`config.mk`:
```
export PLATFORM = sky130hd
export DESIGN_NAME = evt_irq_ctrl
export DESIGN_NICKNAME = d
export VERILOG_FILES = /design/src/rtl/irqc_pkg.sv /design/src/rtl/irqc_cfg_regs.sv /design/src/rtl/irqc_status.sv /design/src/rtl/irqc_pin.sv /design/src/rtl/evt_irq_ctrl.sv
export SDC_FILE = /design/constraint.sdc
export NUM_CORES = 1
export LEC_CHECK = 0
export ABC_AREA = 1
export BUFFER_PORTS_ARGS = -buffer_cell sky130_fd_sc_hd__buf_2
export CORE_UTILIZATION = 50
export CTS_CLUSTER_DIAMETER = 50
export CTS_CLUSTER_SIZE = 16
export DETAILED_ROUTE_END_ITERATION = 6
export PLACE_DENSITY = 0.75
export SKIP_CTS_REPAIR_TIMING = 1
export SLEW_MARGIN = 10
export SYNTH_ARGS = -nofsm -noshare
export SYNTH_HDL_FRONTEND = slang
export SYNTH_SLANG_ARGS = --single-unit
export TNS_END_PERCENT = 1
```
`constraint.sdc`:
```
create_clock -name clk_i -period 2.4 [get_ports clk_i]
set_input_delay 0.12 -clock clk_i [delete_from_list [all_inputs] [get_ports clk_i]]
set_output_delay 0.12 -clock clk_i [all_outputs]
set_load 0.02 [all_outputs]
```
`src/rtl/irqc_pkg.sv`:
```
package irqc_pkg;

  // Register address map of the host port
  typedef enum logic [1:0] {
    ADDR_STATUS = 2'd0,
    ADDR_MASK   = 2'd1,
    ADDR_CTRL   = 2'd2,
    ADDR_NONE   = 2'd3
  } reg_addr_e;

  // Control register, bit 0 poll, bit 1 polarity, bit 2 flag enable
  typedef struct packed {
    logic flag_en;
    logic pol_low;
    logic poll;
  } ctrl_t;

  localparam int unsigned CTRL_W = $bits(ctrl_t);

  // Status bit positions (decoded by host software)
  localparam int unsigned EVT_PLL_LOCK   = 0;
  localparam int unsigned EVT_PLL_UNLOCK = 1;
  localparam int unsigned EVT_RX_START   = 2;
  localparam int unsigned EVT_FRAME_END  = 3;
  localparam int unsigned EVT_WAKE_ED    = 4;
  localparam int unsigned EVT_ADDR_HIT   = 5;
  localparam int unsigned EVT_UNDERRUN   = 6;
  localparam int unsigned EVT_LOW_BATT   = 7;

endpackage

```
`src/rtl/irqc_cfg_regs.sv`:
```
module irqc_cfg_regs
  import irqc_pkg::*;
#(
  parameter int unsigned NUM_EVT = 8
) (
  input  logic               clk_i,
  input  logic               rst_ni,
  input  logic               wr_en_i,
  input  logic [1:0]         wr_addr_i,
  input  logic [NUM_EVT-1:0] wr_data_i,
  output logic [NUM_EVT-1:0] mask_q_o,
  output logic [NUM_EVT-1:0] mask_d_o,
  output ctrl_t              ctrl_q_o,
  output logic               pol_d_o,
  output logic               flag_en_d_o
);

  logic  mask_en;
  logic  ctrl_en;
  ctrl_t ctrl_d;

  assign mask_en = wr_en_i && (wr_addr_i == ADDR_MASK);
  assign ctrl_en = wr_en_i && (wr_addr_i == ADDR_CTRL);

  always_comb begin
    mask_d_o = mask_q_o;
    ctrl_d   = ctrl_q_o;
    if (mask_en) mask_d_o = wr_data_i;
    if (ctrl_en) ctrl_d   = ctrl_t'(wr_data_i[CTRL_W-1:0]);
  end

  assign pol_d_o     = ctrl_d.pol_low;
  assign flag_en_d_o = ctrl_d.flag_en;

  always_ff @(posedge clk_i or negedge rst_ni) begin
    if (!rst_ni) begin
      mask_q_o <= '0;
    end else if (mask_en) begin
      mask_q_o <= mask_d_o;
    end
  end

  always_ff @(posedge clk_i or negedge rst_ni) begin
    if (!rst_ni) begin
      ctrl_q_o <= '0;
    end else if (ctrl_en) begin
      ctrl_q_o <= ctrl_d;
    end
  end

endmodule

```
`src/rtl/irqc_status.sv`:
```
module irqc_status #(
  parameter int unsigned NUM_EVT = 8
) (
  input  logic               clk_i,
  input  logic               rst_ni,
  input  logic [NUM_EVT-1:0] evt_i,
  input  logic [NUM_EVT-1:0] mask_q_i,
  input  logic               poll_i,
  input  logic               clr_i,
  output logic [NUM_EVT-1:0] status_q_o,
  output logic [NUM_EVT-1:0] status_d_o
);

  logic [NUM_EVT-1:0] rec_sel;
  logic [NUM_EVT-1:0] set_bit;

  // Poll mode lets every event through; otherwise the mask gates it
  assign rec_sel = poll_i ? {NUM_EVT{1'b1}} : mask_q_i;
  assign set_bit = evt_i & rec_sel;

  for (genvar i = 0; i < NUM_EVT; i++) begin : g_bit
    logic bit_en;

    assign bit_en = clr_i | set_bit[i];

    always_comb begin
      status_d_o[i] = status_q_o[i];
      if (clr_i)      status_d_o[i] = 1'b0;
      if (set_bit[i]) status_d_o[i] = 1'b1;
    end

    always_ff @(posedge clk_i or negedge rst_ni) begin
      if (!rst_ni) begin
        status_q_o[i] <= 1'b0;
      end else if (bit_en) begin
        status_q_o[i] <= status_d_o[i];
      end
    end
  end

endmodule

```
`src/rtl/irqc_pin.sv`:
```
module irqc_pin #(
  parameter int unsigned NUM_EVT = 8,
  parameter int unsigned SETTLE  = 38
) (
  input  logic               clk_i,
  input  logic               rst_ni,
  input  logic [NUM_EVT-1:0] status_d_i,
  input  logic [NUM_EVT-1:0] mask_d_i,
  input  logic               pol_d_i,
  input  logic               flag_en_d_i,
  input  logic               fb_rd_active_i,
  input  logic               fb_empty_i,
  output logic               act_q_o,
  output logic               irq_o
);

  localparam int unsigned CNT_W   = $clog2(SETTLE + 1);
  localparam logic [CNT_W-1:0] CNT_MAX = CNT_W'(SETTLE);

  logic             act_d;
  logic [CNT_W-1:0] cnt_q;
  logic [CNT_W-1:0] cnt_d;
  logic             flag_ok;
  logic             irq_req;
  logic             irq_d;

  assign act_d = fb_rd_active_i & flag_en_d_i;

  // Settle counter saturates at SETTLE, counting the sampled-high edges
  always_comb begin
    cnt_d = '0;
    if (act_d) begin
      if (cnt_q == CNT_MAX) cnt_d = cnt_q;
      else                  cnt_d = cnt_q + CNT_W'(1);
    end
  end

  assign flag_ok = (cnt_d == CNT_MAX);
  assign irq_req = |(status_d_i & mask_d_i);

  always_comb begin
    if (act_d) irq_d = flag_ok & fb_empty_i;
    else       irq_d = irq_req ^ pol_d_i;
  end

  always_ff @(posedge clk_i or negedge rst_ni) begin
    if (!rst_ni) begin
      cnt_q   <= '0;
      act_q_o <= 1'b0;
      irq_o   <= 1'b0;
    end else begin
      cnt_q   <= cnt_d;
      act_q_o <= act_d;
      irq_o   <= irq_d;
    end
  end

endmodule

```
`src/rtl/evt_irq_ctrl.sv`:
```
module evt_irq_ctrl
  import irqc_pkg::*;
#(
  parameter int unsigned NUM_EVT = 8,
  parameter int unsigned SETTLE  = 38
) (
  input  logic               clk_i,
  input  logic               rst_ni,
  input  logic [NUM_EVT-1:0] evt_i,
  input  logic               wr_en_i,
  input  logic [1:0]         wr_addr_i,
  input  logic [NUM_EVT-1:0] wr_data_i,
  input  logic               rd_en_i,
  input  logic [1:0]         rd_addr_i,
  output logic [NUM_EVT-1:0] rd_data_o,
  input  logic               fb_rd_active_i,
  input  logic               fb_empty_i,
  output logic               irq_o
);

  logic [NUM_EVT-1:0] mask_q;
  logic [NUM_EVT-1:0] mask_d;
  ctrl_t              ctrl_q;
  logic               pol_d;
  logic               flag_en_d;
  logic [NUM_EVT-1:0] status_q;
  logic [NUM_EVT-1:0] status_d;
  logic               stat_clr;
  logic               fb_act_q;

  assign stat_clr = rd_en_i && (rd_addr_i == ADDR_STATUS);

  irqc_cfg_regs #(.NUM_EVT(NUM_EVT)) cfg_i (
    .clk_i      (clk_i),
    .rst_ni     (rst_ni),
    .wr_en_i    (wr_en_i),
    .wr_addr_i  (wr_addr_i),
    .wr_data_i  (wr_data_i),
    .mask_q_o   (mask_q),
    .mask_d_o   (mask_d),
    .ctrl_q_o   (ctrl_q),
    .pol_d_o    (pol_d),
    .flag_en_d_o(flag_en_d)
  );

  irqc_status #(.NUM_EVT(NUM_EVT)) stat_i (
    .clk_i     (clk_i),
    .rst_ni    (rst_ni),
    .evt_i     (evt_i),
    .mask_q_i  (mask_q),
    .poll_i    (ctrl_q.poll),
    .clr_i     (stat_clr),
    .status_q_o(status_q),
    .status_d_o(status_d)
  );

  irqc_pin #(.NUM_EVT(NUM_EVT), .SETTLE(SETTLE)) pin_i (
    .clk_i         (clk_i),
    .rst_ni        (rst_ni),
    .status_d_i    (status_d),
    .mask_d_i      (mask_d),
    .pol_d_i       (pol_d),
    .flag_en_d_i   (flag_en_d),
    .fb_rd_active_i(fb_rd_active_i),
    .fb_empty_i    (fb_empty_i),
    .act_q_o       (fb_act_q),
    .irq_o         (irq_o)
  );

  always_comb begin
    unique case (rd_addr_i)
      ADDR_STATUS: rd_data_o = status_q;
      ADDR_MASK:   rd_data_o = mask_q;
      ADDR_CTRL:   rd_data_o = {{(NUM_EVT-CTRL_W){1'b0}}, ctrl_q};
      default:     rd_data_o = '0;
    endcase
  end

endmodule

```
# After elaboration in Yosys (flattened, before gate mapping)
# Index checks and enable logic that the tools add are counted.
op_classes:
  add_sub_neg: 1
  n_eq_ne: 6
  mux: 23
  bitwise_logic: 13
  n_reduce_logical: 5
ops:
  columns: ["cell", "n"]
  rows:
  - ["$pmux 8 s3", 1]
  - ["$mux 1", 17]
  - ["$and 8x8->8", 2]
  - ["$mux 8", 2]
  - ["$eq 6x6->1 const B", 2]
  - ["$mux 6", 2]
  - ["$or 1x1->1", 8]
  - ["$reduce_or 8->1", 1]
  - ["$add 6x1->6 const B", 1]
  - ["$eq 2x1->1 const B", 2]
  - ["$eq 2x2->1 const B", 2]
  - ["$logic_and 1x1->1", 3]
  - ["$mux 3", 1]
  - ["$and 1x1->1", 2]
  - ["$logic_not 2->1", 1]
  - ["$xor 1x1->1", 1]
totals:
  regBits: 26
  in_bits: 26
  word_cells: 62

# Depth between registers and ports, before layout
depth:
  depth_word: 8
  depth_mapped: 11
  mapped_depth_nobuf: 11

# Hierarchy
# From an unflattened synthesis, not the netlist that was laid out.
unflattened:
  hier_cells: 208
  area_unflattened_um2: 1537.7
by_module_without_submodules:
  columns: ["mod", "instances", "cells_each", "area_each_um2", "seq_area_each_um2"]
  rows:
  - ["irqc_pin", 1, 75, 530.5, 200.2]
  - ["irqc_cfg_regs", 1, 60, 516.7, 275.3]
  - ["irqc_status", 1, 41, 334.1, 200.2]
  - ["evt_irq_ctrl", 1, 32, 156.4, 0.0]

# Worst setup path before layout
# OpenSTA, ideal clock, no wires.
synth_path:
  path_type: "register -> register"
  from: "register cfg_i.ctrl_q_o[0] in the netlist's numbering"
  to: "register pin_i.irq_o"
  setup_ns: 0.117
  arrival_ns: 1.169
  required_time_ns: 2.283
  slack_ns: 1.113
  path_stages_with_launch: 10
  synth_period_minus_slack_ns: 1.287
  cell_sequence: "dfrtp_1 > buf_1 > o21ai_0 > nand2_2 > nand2_1 > nand2_1 > nor2_2 > nand3_1 > nand3_1 > nand2_1"
synth_via:
  elab_chain_cells: 7
  word_cells_on_any_way: 14
synth_rtl:
  columns: ["element", "line_no", "rtl"]
  rows:
  - ["start: declaration", "irqc_cfg_regs.sv:13", "output ctrl_t ctrl_q_o,"]
  - ["start signal: assignment", "irqc_cfg_regs.sv:47", "ctrl_q_o <= ctrl_d;"]
  - ["$mux 8 (*)", "irqc_status.sv:18", "assign rec_sel = poll_i ? {NUM_EVT{1'b1}} : mask_q_i;"]
  - ["$and 8x8->8 (*)", "irqc_status.sv:19", "assign set_bit = evt_i & rec_sel;"]
  - ["$mux 1", "irqc_status.sv:29", "if (set_bit[i]) status_d_o[i] = 1'b1;"]
  - ["$and 8x8->8 (*)", "irqc_pin.sv:39", "assign irq_req = |(status_d_i & mask_d_i);"]
  - ["$reduce_or 8->1 (*)", "irqc_pin.sv:39", null]
  - ["$xor 1x1->1 (*)", "irqc_pin.sv:43", "else irq_d = irq_req ^ pol_d_i;"]
  - ["$mux 1 (*)", "irqc_pin.sv:42", "if (act_d) irq_d = flag_ok & fb_empty_i;"]
  - ["via pin_i.irq_d", "irqc_pin.sv:25", "logic irq_d;"]
  - ["end signal: assignment", "irqc_pin.sv:54", "irq_o <= irq_d;"]
  - ["end: declaration", "irqc_pin.sv:14", "output logic irq_o"]
# The timed path passes the listed nets; every way through them passes the cells marked *.
# A chain may end at the register's enable or synchronous reset.

# Final worst setup path
layout_path:
  from: "register pin_i.cnt_q[0]"
  to: "register pin_i.irq_o"
layout_via:
  elab_chain_cells: 6
  word_cells_on_any_way: 7
layout_rtl:
  columns: ["element", "line_no", "rtl"]
  rows:
  - ["start: declaration", "irqc_pin.sv:21", "logic [CNT_W-1:0] cnt_q;"]
  - ["start signal: assignment", "irqc_pin.sv:52", "cnt_q <= cnt_d;"]
  - ["$add 6x1->6 / $eq 6x6->1 (equally long branches)", "irqc_pin.sv:34, irqc_pin.sv:33", null]
  - ["$mux 6 (*)", "irqc_pin.sv:33", "if (cnt_q == CNT_MAX) cnt_d = cnt_q;"]
  - ["$mux 6 (*)", "irqc_pin.sv:32", "if (act_d) begin"]
  - ["$eq 6x6->1 (*)", "irqc_pin.sv:38", "assign flag_ok = (cnt_d == CNT_MAX);"]
  - ["$and 1x1->1 (*)", "irqc_pin.sv:42", null]
  - ["$mux 1 (*)", "irqc_pin.sv:42", null]
  - ["via pin_i.irq_d", "irqc_pin.sv:25", null]
# Marks and branches as above.

==> flow_summary_export.csv <==
group,metric,value,unit
timing,slew_viol_final,0,
place,io_buffers,34,
worst_setup_path,cpMaxStageDelayCell,"dfrtp_1",
routing,wl_per_cell,13.5,um
logic_synthesis,syn-instance-count,174,
logic_synthesis,synth_top_area_share,47.2,%
logic_synthesis,yosysTopAreaCell,"dfrtp_1",
clock_tree,insertion_delay,0.32,ns
worst_setup_path,slowest_delay,0.45,ns
worst_setup_path,cp_cell_sequence,"inv_1, ha_1, nand3_1, nor2_1, nand2_1, nand2_1, nand3_1, nor2_1, nand4_1, nand2_1",
floorplan,initial_core_util,54.2,%
clock_tree,cts_num_sinks,26,
hold_path,min_from,"evt_i[2]",
flow_run,cap_violations,0,
floorplan,die_area,2970,um2
routing,routed-via-count,1284,
logic_synthesis,synthFlopType,"dfrtp_1",
logic_synthesis,ys_ff_latch,26,
timing,max_slew_margin,59.7,%
worst_setup_path,r2r_setup_slack,0.86,ns
logic_synthesis,synth_edf_count,0,
finish,drive_gt1_share,26.3,%
logic_synthesis,synth_area_per_cell,7.92,um2
timing,hold_ws,0.0405,ns
worst_setup_path,r2r-start,"pin_i.cnt_q[0]",
clock_tree,clk_pin_slew,0.14,ns
logic_synthesis,synth_most_common_cell,"nand2_1",
clock_tree,cts.path.max_buffers,2,
logic_synthesis,synth.area.top_cells,"dfrtp_1, nand2_1, nand3_1",
finish,nFillCells,231,
logic_synthesis,synth_top_family_by_area,"simple AND/OR/NAND/NOR gates",
logic_synthesis,yosysSeqAreaShare,47.2,%
routing,wirelength,3.23,mm
floorplan,ios,35,
power_and_ir_drop,power,0.00100,W
finish,final_cells,239,
timing,fin_crit,1.54,ns
global_route,antenna_found_initial,0,
worst_setup_path,crit_top_cell,"nand2_1",
global_route,grt_util_all_layers,23.8,%
timing,clock-skew-final,0.00541,ns
timing,clock.fmax,0.649,GHz
timing,tightest_slew,0.603,ns
global_route,grt.overflow.total,0,
global_route,grt_pass1_wl,4.95,mm
logic_synthesis,ys_warn_count,0,
outcome,status,"finished, final reports clean",
power_and_ir_drop,ir_worst_vdd,0.442,mV
power_and_ir_drop,power_per_cell_area,629,nW/um2
timing,fin_ws,0.860,ns
logic_synthesis,yosys.area_share.simple,35.6,%
logic_synthesis,async_flop_share,100,%
routing,drc,0,
worst_setup_path,worst_ep_required_time,2.68,ns
routing,viasPerCell,5.37,
floorplan,core,2540,um2
floorplan,die_h,54.5,um
routing,ant_nets,0,
timing,rsz0062_at_grt,"false",
routing,dr.pass1.iters,4,
clock_tree,cts_tree,"yes",
logic_synthesis,synthMuxAreaShare,0.817,%
place,post-place-ws,0.922,ns
worst_setup_path,critPathMaxFanout,4,
logic_synthesis,yosys-top-cells-count,"nand2_1, dfrtp_1, nand3_1, nor2_1, inv_1",
clock_tree,root_buffer,"clkbuf_4",
worst_setup_path,worstPathArrival,1.82,ns
global_route,grt_max_degree,27,
clock_tree,numCtsBuffers,3,
finish,syn_to_final_growth,15.8,%
timing,fin_setup_tns,0,ns
worst_setup_path,end_kind,"flip-flop",
logic_synthesis,synth_area,1380,um2
finish,final_nets,239,
floorplan,rows,18,
worst_setup_path,criticalPathCategory,"reg2reg",
place,dpl.hpwl,2.41,mm
hold_path,hold_path_class,"in2reg",
timing,finalHoldViolations,0,
logic_synthesis,synth_nets,202,
logic_synthesis,synth-xor-area-share,0.635,%
finish,diodes,0,
clock_tree,h-tree-depth,1,
routing,drt_iter0_markers,43,
floorplan,die_x,54.5,um
power_and_ir_drop,p_leak,0.864,nW
global_route,first_global_vias,1127,
timing,finalCritPeriodShare,64.2,%
place,post-place-cells,235,
logic_synthesis,synth_fa_ha_area_share,1.81,%
place,globalplace.congestion,0.857,
logic_synthesis,synth_compound_area_share,7.99,%
logic_synthesis,synth_cell_type_count,22,
worst_setup_path,start_kind,"flip-flop",
timing,setup_viol,0,
worst_setup_path,cp-startpoint,"pin_i.cnt_q[0]",
power by group:
group / internal [W] / switching [W]
combinational: 0.000102 / 0.000169
sequential: 0.000498 / 0.0000490
clock: 0.0000589 / 0.000127
total: 0.000659 / 0.000345
final timing paths:
| kind | endpoint | cells past startpoint |
|---|---|---|
| min in group asynchronous | cfg_i.mask_q_o[0] | 2 |
| setup reg to reg | pin_i.irq_o | 10 |
| max in group asynchronous | cfg_i.mask_q_o[2] | 2 |
| hold / removal | stat_i.status_q_o[2] | 3 |
| hold reg to reg | stat_i.status_q_o[6] | 2 |
| setup / recovery | pin_i.irq_o | 10 |
critical path: cells and delay by family (launching register included):
family / cells / cell delay [ns]
AND/OR/NAND/NOR: 8 / 0.75
flip-flops: 1 / 0.45
buffers and inverters: 1 / 0.10
adder cells (fa/ha/maj): 1 / 0.18
cells by family after synthesis:
kind of cell / after synthesis
AOI/OAI and AO/OA: 17
muxes: 1
adders and majority gates: 2
xor gates and xnor gates: 1
buffers and inverters: 19
and+or+nand+nor: 108
DFF: 26
state kept, by name, summed over array words and instances, names as in the netlist:
name               count
cfg_i.ctrl_q_o         3
pin_i.irq_o            1
pin_i.cnt_q            6
cfg_i.mask_q_o         8
stat_i.status_q_o      8
through the flow:
| step | utilization [%] | instance area, um2 |
|---|---|---|
| 3_3_place_gp | 61.5 | 1560 |
| 5_1_grt | 62.7 | 1600 |
| 3_5_place_dp | 61.5 | 1560 |
| 4_1_cts | 62.3 | 1590 |
| 2_1_floorplan | - | 1380 |
| 6_report | 62.7 | 1600 |
placed cells by master (no fill, tap or decap), drive strengths merged:
cell / synthesis / final
mux2: 1 / 1
clkbuf: 0 / 3
buf: 3 / 34
nor2: 17 / 17
nand3: 16 / 16
xor2: 1 / 1
a22o: 5 / 5
nand4: 9 / 9
inv: 16 / 16
ha: 2 / 2
a21oi: 1 / 1
dlygate4sd3: 0 / 1
dfrtp: 26 / 26
o21ai: 11 / 11
nand2: 66 / 66
routing by layer:
| layer | wire length (um) | vias to the layer above | track usage [%] |
|---|---|---|---|
| li1 | - | 636 | - |
| met5 | 0 | - | 0 |
| met3 | 183 | 5 | 2.50 |
| met1 | 1490 | 587 | 31.4 |
| met4 | 43 | 0 | 8.55 |
| met2 | 1510 | 56 | 40.0 |
cell type report:
| class | count | area, um2 | area share (%) |
|---|---|---|---|
| flip-flops and latches | 26 | 651 | 40.8 |
| well taps | 30 | 37.5 | 2.35 |
| inverters | 16 | 60.1 | 3.76 |
| clock buffers | 3 | 22.5 | 1.41 |
| repair buffers | 35 | 180 | 11.3 |
| multi-input cells | 129 | 646 | 40.4 |
(Power assumes the default switching activity.)
